===== src/rtl/qpm_pkg.sv =====
package qpm_pkg;
  // Strobes from the control FSM to the datapath
  typedef struct packed {
    logic capRef;   // a reference edge is accepted this cycle
    logic emitErr;  // publish an error this cycle
    logic emitMiss; // publish a missing-edge strobe this cycle
  } qpm_strobe_t;
endpackage


===== src/rtl/qpm_edge_find.sv =====
module qpm_edge_find #(
  parameter int SUBS  = 4,
  parameter int SUB_W = $clog2(SUBS)
) (
  input  logic             clk,
  input  logic             rstN,
  input  logic [SUBS-1:0]  grp,
  output logic             found,
  output logic [SUB_W-1:0] sub
);
  logic          lastBit;
  logic [SUBS:0] ext;
  logic [SUBS-1:0] rise;

  // last sample of the previous group; 1 at reset so held-high inputs are no edge
  always_ff @(posedge clk) begin
    if (!rstN) lastBit <= 1'b1;
    else       lastBit <= grp[SUBS-1];
  end

  assign ext = {grp, lastBit};

  for (genvar k = 0; k < SUBS; k++) begin : g_rise
    assign rise[k] = ext[k+1] & ~ext[k];
  end

  always_comb begin
    found = |rise;
    sub   = '0;
    for (int k = SUBS - 1; k >= 0; k--) begin
      if (rise[k]) sub = SUB_W'(k);
    end
  end
endmodule


===== src/rtl/qpm_ctrl.sv =====
module qpm_ctrl
  import qpm_pkg::*;
#(
  parameter int TO_W = 16
) (
  input  logic            clk,
  input  logic            rstN,
  input  logic            refEdge,
  input  logic            synEdge,
  input  logic            synEarly,
  input  logic [TO_W-1:0] timeoutCycles,
  output qpm_strobe_t     strb,
  output logic            busy
);
  typedef enum logic {ST_IDLE, ST_WAIT} ctrl_state_t;

  ctrl_state_t     state, stateNext;
  logic [TO_W-1:0] waitCnt, waitCntNext;

  always_comb begin
    strb        = '0;
    stateNext   = state;
    waitCntNext = waitCnt;
    unique case (state)
      ST_IDLE: begin
        if (refEdge) begin
          strb.capRef = 1'b1;
          if (synEdge && !synEarly) begin
            strb.emitErr = 1'b1;
          end else if (timeoutCycles == '0) begin
            strb.emitMiss = 1'b1;
          end else begin
            stateNext   = ST_WAIT;
            waitCntNext = TO_W'(1);
          end
        end
      end
      ST_WAIT: begin
        if (synEdge) begin
          strb.emitErr = 1'b1;
          stateNext    = ST_IDLE;
        end else if (waitCnt >= timeoutCycles) begin
          strb.emitMiss = 1'b1;
          stateNext     = ST_IDLE;
        end else begin
          waitCntNext = waitCnt + TO_W'(1);
        end
      end
      default: stateNext = ST_IDLE;
    endcase
  end

  always_ff @(posedge clk) begin
    if (!rstN) begin
      state   <= ST_IDLE;
      waitCnt <= '0;
    end else begin
      state   <= stateNext;
      waitCnt <= waitCntNext;
    end
  end

  assign busy = (state == ST_WAIT);
endmodule


===== src/rtl/qpm_datapath.sv =====
module qpm_datapath
  import qpm_pkg::*;
#(
  parameter int SUBS  = 4,
  parameter int CNT_W = 24,
  parameter int ERR_W = 16
) (
  input  logic             clk,
  input  logic             rstN,
  input  logic [SUBS-1:0]  refGrp,
  input  logic [SUBS-1:0]  synGrp,
  input  qpm_strobe_t      strb,
  output logic             refEdge,
  output logic             synEdge,
  output logic             synEarly,
  output logic             errValid,
  output logic             missValid,
  output logic [ERR_W-1:0] phaseErr
);
  localparam int SUB_W = $clog2(SUBS);
  localparam int TS_W  = CNT_W + SUB_W;
  localparam logic [TS_W-1:0] POS_LIM = TS_W'((64'd1 << (ERR_W - 1)) - 64'd1);
  localparam logic [TS_W-1:0] NEG_LIM = POS_LIM + TS_W'(1);
  localparam logic [ERR_W-1:0] ERR_MAX = {1'b0, {(ERR_W-1){1'b1}}};
  localparam logic [ERR_W-1:0] ERR_MIN = {1'b1, {(ERR_W-1){1'b0}}};

  logic [SUB_W-1:0] refSub, synSub;
  logic [CNT_W-1:0] sampleCnt;
  logic [TS_W-1:0]  refTs, synTs;
  logic [TS_W-1:0]  lastSynTs, refTsQ, prevTsQ;
  logic             lastSynOk, prevOkQ;
  logic [TS_W-1:0]  effRef, effPrev;
  logic             effPrevOk;
  logic [TS_W-1:0]  dNext, dBack;
  logic             choosePrev;
  logic [ERR_W-1:0] satErr;

  qpm_edge_find #(.SUBS(SUBS), .SUB_W(SUB_W)) u_refEdge (
    .clk(clk), .rstN(rstN), .grp(refGrp), .found(refEdge), .sub(refSub)
  );
  qpm_edge_find #(.SUBS(SUBS), .SUB_W(SUB_W)) u_synEdge (
    .clk(clk), .rstN(rstN), .grp(synGrp), .found(synEdge), .sub(synSub)
  );

  assign refTs    = {sampleCnt, refSub};
  assign synTs    = {sampleCnt, synSub};
  assign synEarly = refEdge && synEdge && (synSub < refSub);

  // reference and earlier-edge candidate: live in the capture cycle, stored after
  always_comb begin
    if (strb.capRef) begin
      effRef    = refTs;
      effPrev   = synEarly ? synTs : lastSynTs;
      effPrevOk = synEarly | lastSynOk;
    end else begin
      effRef    = refTsQ;
      effPrev   = prevTsQ;
      effPrevOk = prevOkQ;
    end
  end

  assign dNext      = synTs - effRef;
  assign dBack      = effRef - effPrev;
  assign choosePrev = effPrevOk && (dBack < dNext);

  always_comb begin
    if (choosePrev) begin
      if (dBack > NEG_LIM) satErr = ERR_MIN;
      else                 satErr = -ERR_W'(dBack);
    end else begin
      if (dNext > POS_LIM) satErr = ERR_MAX;
      else                 satErr = ERR_W'(dNext);
    end
  end

  always_ff @(posedge clk) begin
    if (!rstN) begin
      sampleCnt <= '0;
      lastSynTs <= '0;
      lastSynOk <= 1'b0;
      refTsQ    <= '0;
      prevTsQ   <= '0;
      prevOkQ   <= 1'b0;
      errValid  <= 1'b0;
      missValid <= 1'b0;
      phaseErr  <= '0;
    end else begin
      sampleCnt <= sampleCnt + CNT_W'(1);
      if (synEdge) begin
        lastSynTs <= synTs;
        lastSynOk <= 1'b1;
      end
      if (strb.capRef) begin
        refTsQ  <= effRef;
        prevTsQ <= effPrev;
        prevOkQ <= effPrevOk;
      end
      errValid  <= strb.emitErr;
      missValid <= strb.emitMiss;
      if (strb.emitErr) phaseErr <= satErr;
    end
  end
endmodule


===== src/rtl/quad_phase_meter.sv =====
module quad_phase_meter
  import qpm_pkg::*;
#(
  parameter int SUBS  = 4,
  parameter int CNT_W = 24,
  parameter int TO_W  = 16,
  parameter int ERR_W = 16
) (
  input  logic             clk,
  input  logic             rstN,
  input  logic [SUBS-1:0]  refSamples,
  input  logic [SUBS-1:0]  synSamples,
  input  logic [TO_W-1:0]  timeoutCycles,
  output logic             errValid,
  output logic             missValid,
  output logic [ERR_W-1:0] phaseErr
);
  qpm_strobe_t strb;
  logic refEdge, synEdge, synEarly, ctrlBusy, refCapture;

  qpm_ctrl #(.TO_W(TO_W)) u_ctrl (
    .clk(clk), .rstN(rstN), .refEdge(refEdge), .synEdge(synEdge),
    .synEarly(synEarly), .timeoutCycles(timeoutCycles),
    .strb(strb), .busy(ctrlBusy)
  );

  qpm_datapath #(.SUBS(SUBS), .CNT_W(CNT_W), .ERR_W(ERR_W)) u_dp (
    .clk(clk), .rstN(rstN), .refGrp(refSamples), .synGrp(synSamples),
    .strb(strb), .refEdge(refEdge), .synEdge(synEdge), .synEarly(synEarly),
    .errValid(errValid), .missValid(missValid), .phaseErr(phaseErr)
  );

  assign refCapture = strb.capRef;
endmodule


===== config.mk =====
export PLATFORM = sky130hd
export DESIGN_NAME = quad_phase_meter
export DESIGN_NICKNAME = d
export VERILOG_FILES = /design/src/rtl/qpm_pkg.sv /design/src/rtl/qpm_edge_find.sv /design/src/rtl/qpm_ctrl.sv /design/src/rtl/qpm_datapath.sv /design/src/rtl/quad_phase_meter.sv
export SDC_FILE = /design/constraint.sdc
export NUM_CORES = 1
export LEC_CHECK = 0
export BUFFER_PORTS_ARGS = -buffer_cell sky130_fd_sc_hd__buf_4
export CAP_MARGIN = 10
export CELL_PAD_IN_SITES_DETAIL_PLACEMENT = 0
export CELL_PAD_IN_SITES_GLOBAL_PLACEMENT = 1
export CORE_MARGIN = 2
export CORE_UTILIZATION = 44
export CTS_BUF_LIST = sky130_fd_sc_hd__clkbuf_4 sky130_fd_sc_hd__clkbuf_8
export CTS_CLUSTER_DIAMETER = 200
export DETAILED_ROUTE_END_ITERATION = 16
export GPL_TIMING_DRIVEN = 0
export PLACE_DENSITY = 0.88
export SKIP_CTS_REPAIR_TIMING = 1
export SYNTH_ARGS = -nofsm -noshare
export SYNTH_HDL_FRONTEND = slang
export SYNTH_SLANG_ARGS = --single-unit

===== constraint.sdc =====
create_clock -name clk -period 6.96 [get_ports clk]
set_input_delay 1.392 -clock clk [delete_from_list [all_inputs] [get_ports clk]]
set_output_delay 1.392 -clock clk [all_outputs]
set_load 0.005 [all_outputs]

==> impl_metrics.toml <==
[status]
status = "finished, violations left"
violations_in_the_final_reports = "setup timing"

[yosys]
synthTopCellsByArea = "dfxtp_1, ha_1, a21oi_1"
post_synthesis_instance_area_um2 = 10250
post_synth_fa_ha_maj_area_fraction_pct = 11.62
number_of_enable_type_register_cells_in_the_synthesized_netlist = 0
postSynthAreaPerCell_um2 = 7.653
synth_mux_area_share_pct = 2.662
synth_nets = 1458
synth_cells = 1339
distinct_cell_type_count_after_synthesis = 74
synth.yosys.warnings = 0
synth_top_family_by_area = "compound AO/OA/AOI/OAI gates"
synth_largest_area_cell = "dfxtp_1"
postSynth.topFlopCell = "dfxtp_1"
yosysSeqAreaShare_pct = 27.55
synth_top_area_share_pct = 27.55
simple_gate_fraction_of_synth_area_pct = 22.76
postSynthRegisterBits = 141
async_flop_share_pct = 0
xor_and_xnor_fraction_of_the_mapped_netlist_area_pct = 7.424
compound_gate_portion_of_the_synthesized_area_pct = 22.89

[routing]
dr_total_vias = 9997
detail-route-antenna-nets = 0
drt-vias-per-instance = 5.690
post_drt_wl_per_cell_um = 17.36
finalWirelength_um = 30500
drc = 0
drt_first_pass_iters = 5
drt-initial-drc-count = 774

[floorplan]
start_util_pct = 44.99
placementRows = 55
floorplan.io_pins = 44
die_area_um2 = 24530
die-height_um = 156.6
placeableCoreArea_um2 = 22780
floorplan.die.width_um = 156.6

[cts]
clkSinkCount = 141
cts_inserted_buffers = 17
cts.htree.levels = 4
cts_tree = "yes"
clkLatencyLatePin_ns = 0.47
cts_clk_pin_slew_worst_paths_ns = 0.09
clock_tree_buffer_depth = 2
cts_root_buf = "clkbuf_8"

[sta]
final.setup.worst_slack_ns = -0.01863
final.setup_skew_ns = 0.01593
whs_ns = 0.4591
grt_setup_unrepaired = "yes"
finalCriticalPeriod_ns = 6.979
timing_worst_slew_pin_value_ns = 0.8881
maxClockFrequency_mhz = 143.3
final_max_slew_viol_count = 0
timing.setup.tns_ns = -0.05201
relSlewSlack_pct = 39.27
hold_violations = 0
setup_violations = 4
layout_worst_path_cycle_share_pct = 100.3

[critical_path]
endpoint_kind = "flip-flop"
critical-path-max-stage-delay_ns = 0.43
crit_arrival_ns = 7.37
critical-path-top-delay-family = "compound AO/OA/AOI/OAI gates"
critPathKind = "in -> reg"
critPathMaxFanout = 10
worst-endpoint-required_ns = 7.36
cp_slowest_cell = "or3_4"
critPathBufInv = 5
timing.critical_path.from_type = "primary input"

[global_routing]
grt_remaining_overflow = 0
globalRoute.busiestLayer = "met2"
grt_max_degree = 17
grt_util_met1_pct = 33.76
grt.met3_usage_pct = 3.129
antenna_violations_before_repair = 0
global_route.usage.total_pct = 24.32
first_pass_grt_wire_length_um = 46670
globalRouteMet2Util_pct = 39.17
first_global_vias = 8910

[finish]
num_antenna_cells = 0
design_area_um2 = 12260
mostFrequentLayoutCells = "nand2_1, dfxtp_1, a21oi_1"
nNetsFinal = 1551
post_route_cells_drive_above_1_share_pct = 15.65
mostFrequentLayoutCell = "nand2_1"
postLayoutCoreUtil_pct = 53.82
area.growth.synth_to_final_pct = 19.63
layout.filler_cells = 2160

[pwr]
power.internal_uw = 1752
switching_power_uw = 1109
netSwitchingFraction_pct = 38.76
power.sequential.fraction_pct = 30.3
totalPowerFinal_uw = 2861
combinationalPowerShare_pct = 46.6
power_density_nw_per_um2 = 233.4
total_leakage_power_uw = 0.005316
vdd_ir_drop_max_mv = 0.1294
power_frac_clock_pct = 23.1

[hold_path]
hold_path.class = "reg -> reg"

[place]
placed_area_um2 = 10980
portBuffers = 43
place.gp.congestion = 0.9444
dp_hpwl_um = 23200

[flow_run]
cap_viol_max_count = 0
[final timing paths]
| check | startpoint | slack, ns | endpoint | cells past startpoint |
|---|---|---|---|---|
| setup reg to reg | u_dp.u_synEdge.lastBit$_SDFF_PN1_ | 0.67 | u_dp.phaseErr[0]$_SDFFE_PN0P_ | 32 |
| setup / recovery | refSamples[0] | -0.02 | u_dp.phaseErr[0]$_SDFFE_PN0P_ | 32 |
| hold / removal | u_dp.lastSynTs[24]$_SDFFE_PN0N_ | 0.46 | u_dp.lastSynTs[24]$_SDFFE_PN0N_ | 2 |
| hold reg to reg | u_dp.lastSynTs[24]$_SDFFE_PN0N_ | 0.46 | u_dp.lastSynTs[24]$_SDFFE_PN0N_ | 2 |
[state kept, by name (all words and copies together), names as in the netlist, 16 cells and up]
register        flops
u_dp.refTsQ        26
u_dp.sampleCnt     24
u_ctrl.waitCnt     16
u_dp.lastSynTs     26
u_dp.prevTsQ       26
u_dp.phaseErr      16
[final cells by class]
cell class | count | area, µm² | share of cell area, %
Multi-Input combinational cell | 1066 | 7425 | 60.56
Sequential cell | 141 | 2823 | 23.03
Timing Repair Buffer | 76 | 613.1 | 5.001
Tap cell | 313 | 391.6 | 3.195
Buffer | 62 | 370.4 | 3.021
Clock buffer | 23 | 297.8 | 2.429
Inverter | 68 | 255.2 | 2.082
Clock inverter | 8 | 83.83 | 0.6838
[cells by family after synthesis]
logic type	Yosys count
compound gates	367
xor+xnor	86
fa+ha+maj	95
buf+inv	133
flops	141
mux	26
simple gates	491
[cells in the mapped netlist (16+ instances only)]
cell type  number
xor2_1         40
nor3_1         16
nand3_1        43
nand4_1        24
a31oi_1        18
dfxtp_1       141
inv_1          67
a21oi_1       151
nand2_1       164
ha_1           92
a21o_1         35
nor2_1        130
o21ai_0        55
nor2b_1        19
clkbuf_1       51
mux2i_1        25
xnor2_1        45
[per-layer routing]
layer | up-vias | share of wire (%) | wire length [µm]
met5 | - | 0 | 0
met4 | 0 | 2.3 | 703
met3 | 49 | 5.6 | 1723
met2 | 271 | 46 | 13930
met1 | 4710 | 46 | 14140
li1 | 4967 | - | -
[worst register-to-register path: cells and delay by family, from the launching register on]
family	cells	cell delay, ns
and+or+nand+nor	9	1.42
xor gates and xnor gates	1	0.23
buffers and inverters	5	0.76
AOI/OAI and AO/OA	15	2.82
adders and majority gates	2	0.63
DFF	1	0.35
[power by group through the flow]
stage               Combinational, µW  Sequential (µW)  Clock, µW
global route                     1460              870        705
global placement                 1080              882          0
CTS                              1110              864        671
floorplan                         804              879          0
detailed placement               1100              882          0
finish                           1330              867        662
[stage by stage]
stage	instances	setup slack [ns]
floorplan	1339	0.00006395
global placement	1695	-1.820
detailed placement	1695	-1.836
CTS	1726	-1.336
global route	1757	-0.2560
finish	1757	-0.01863
Note: power is estimated with default switching activity, not from simulation.
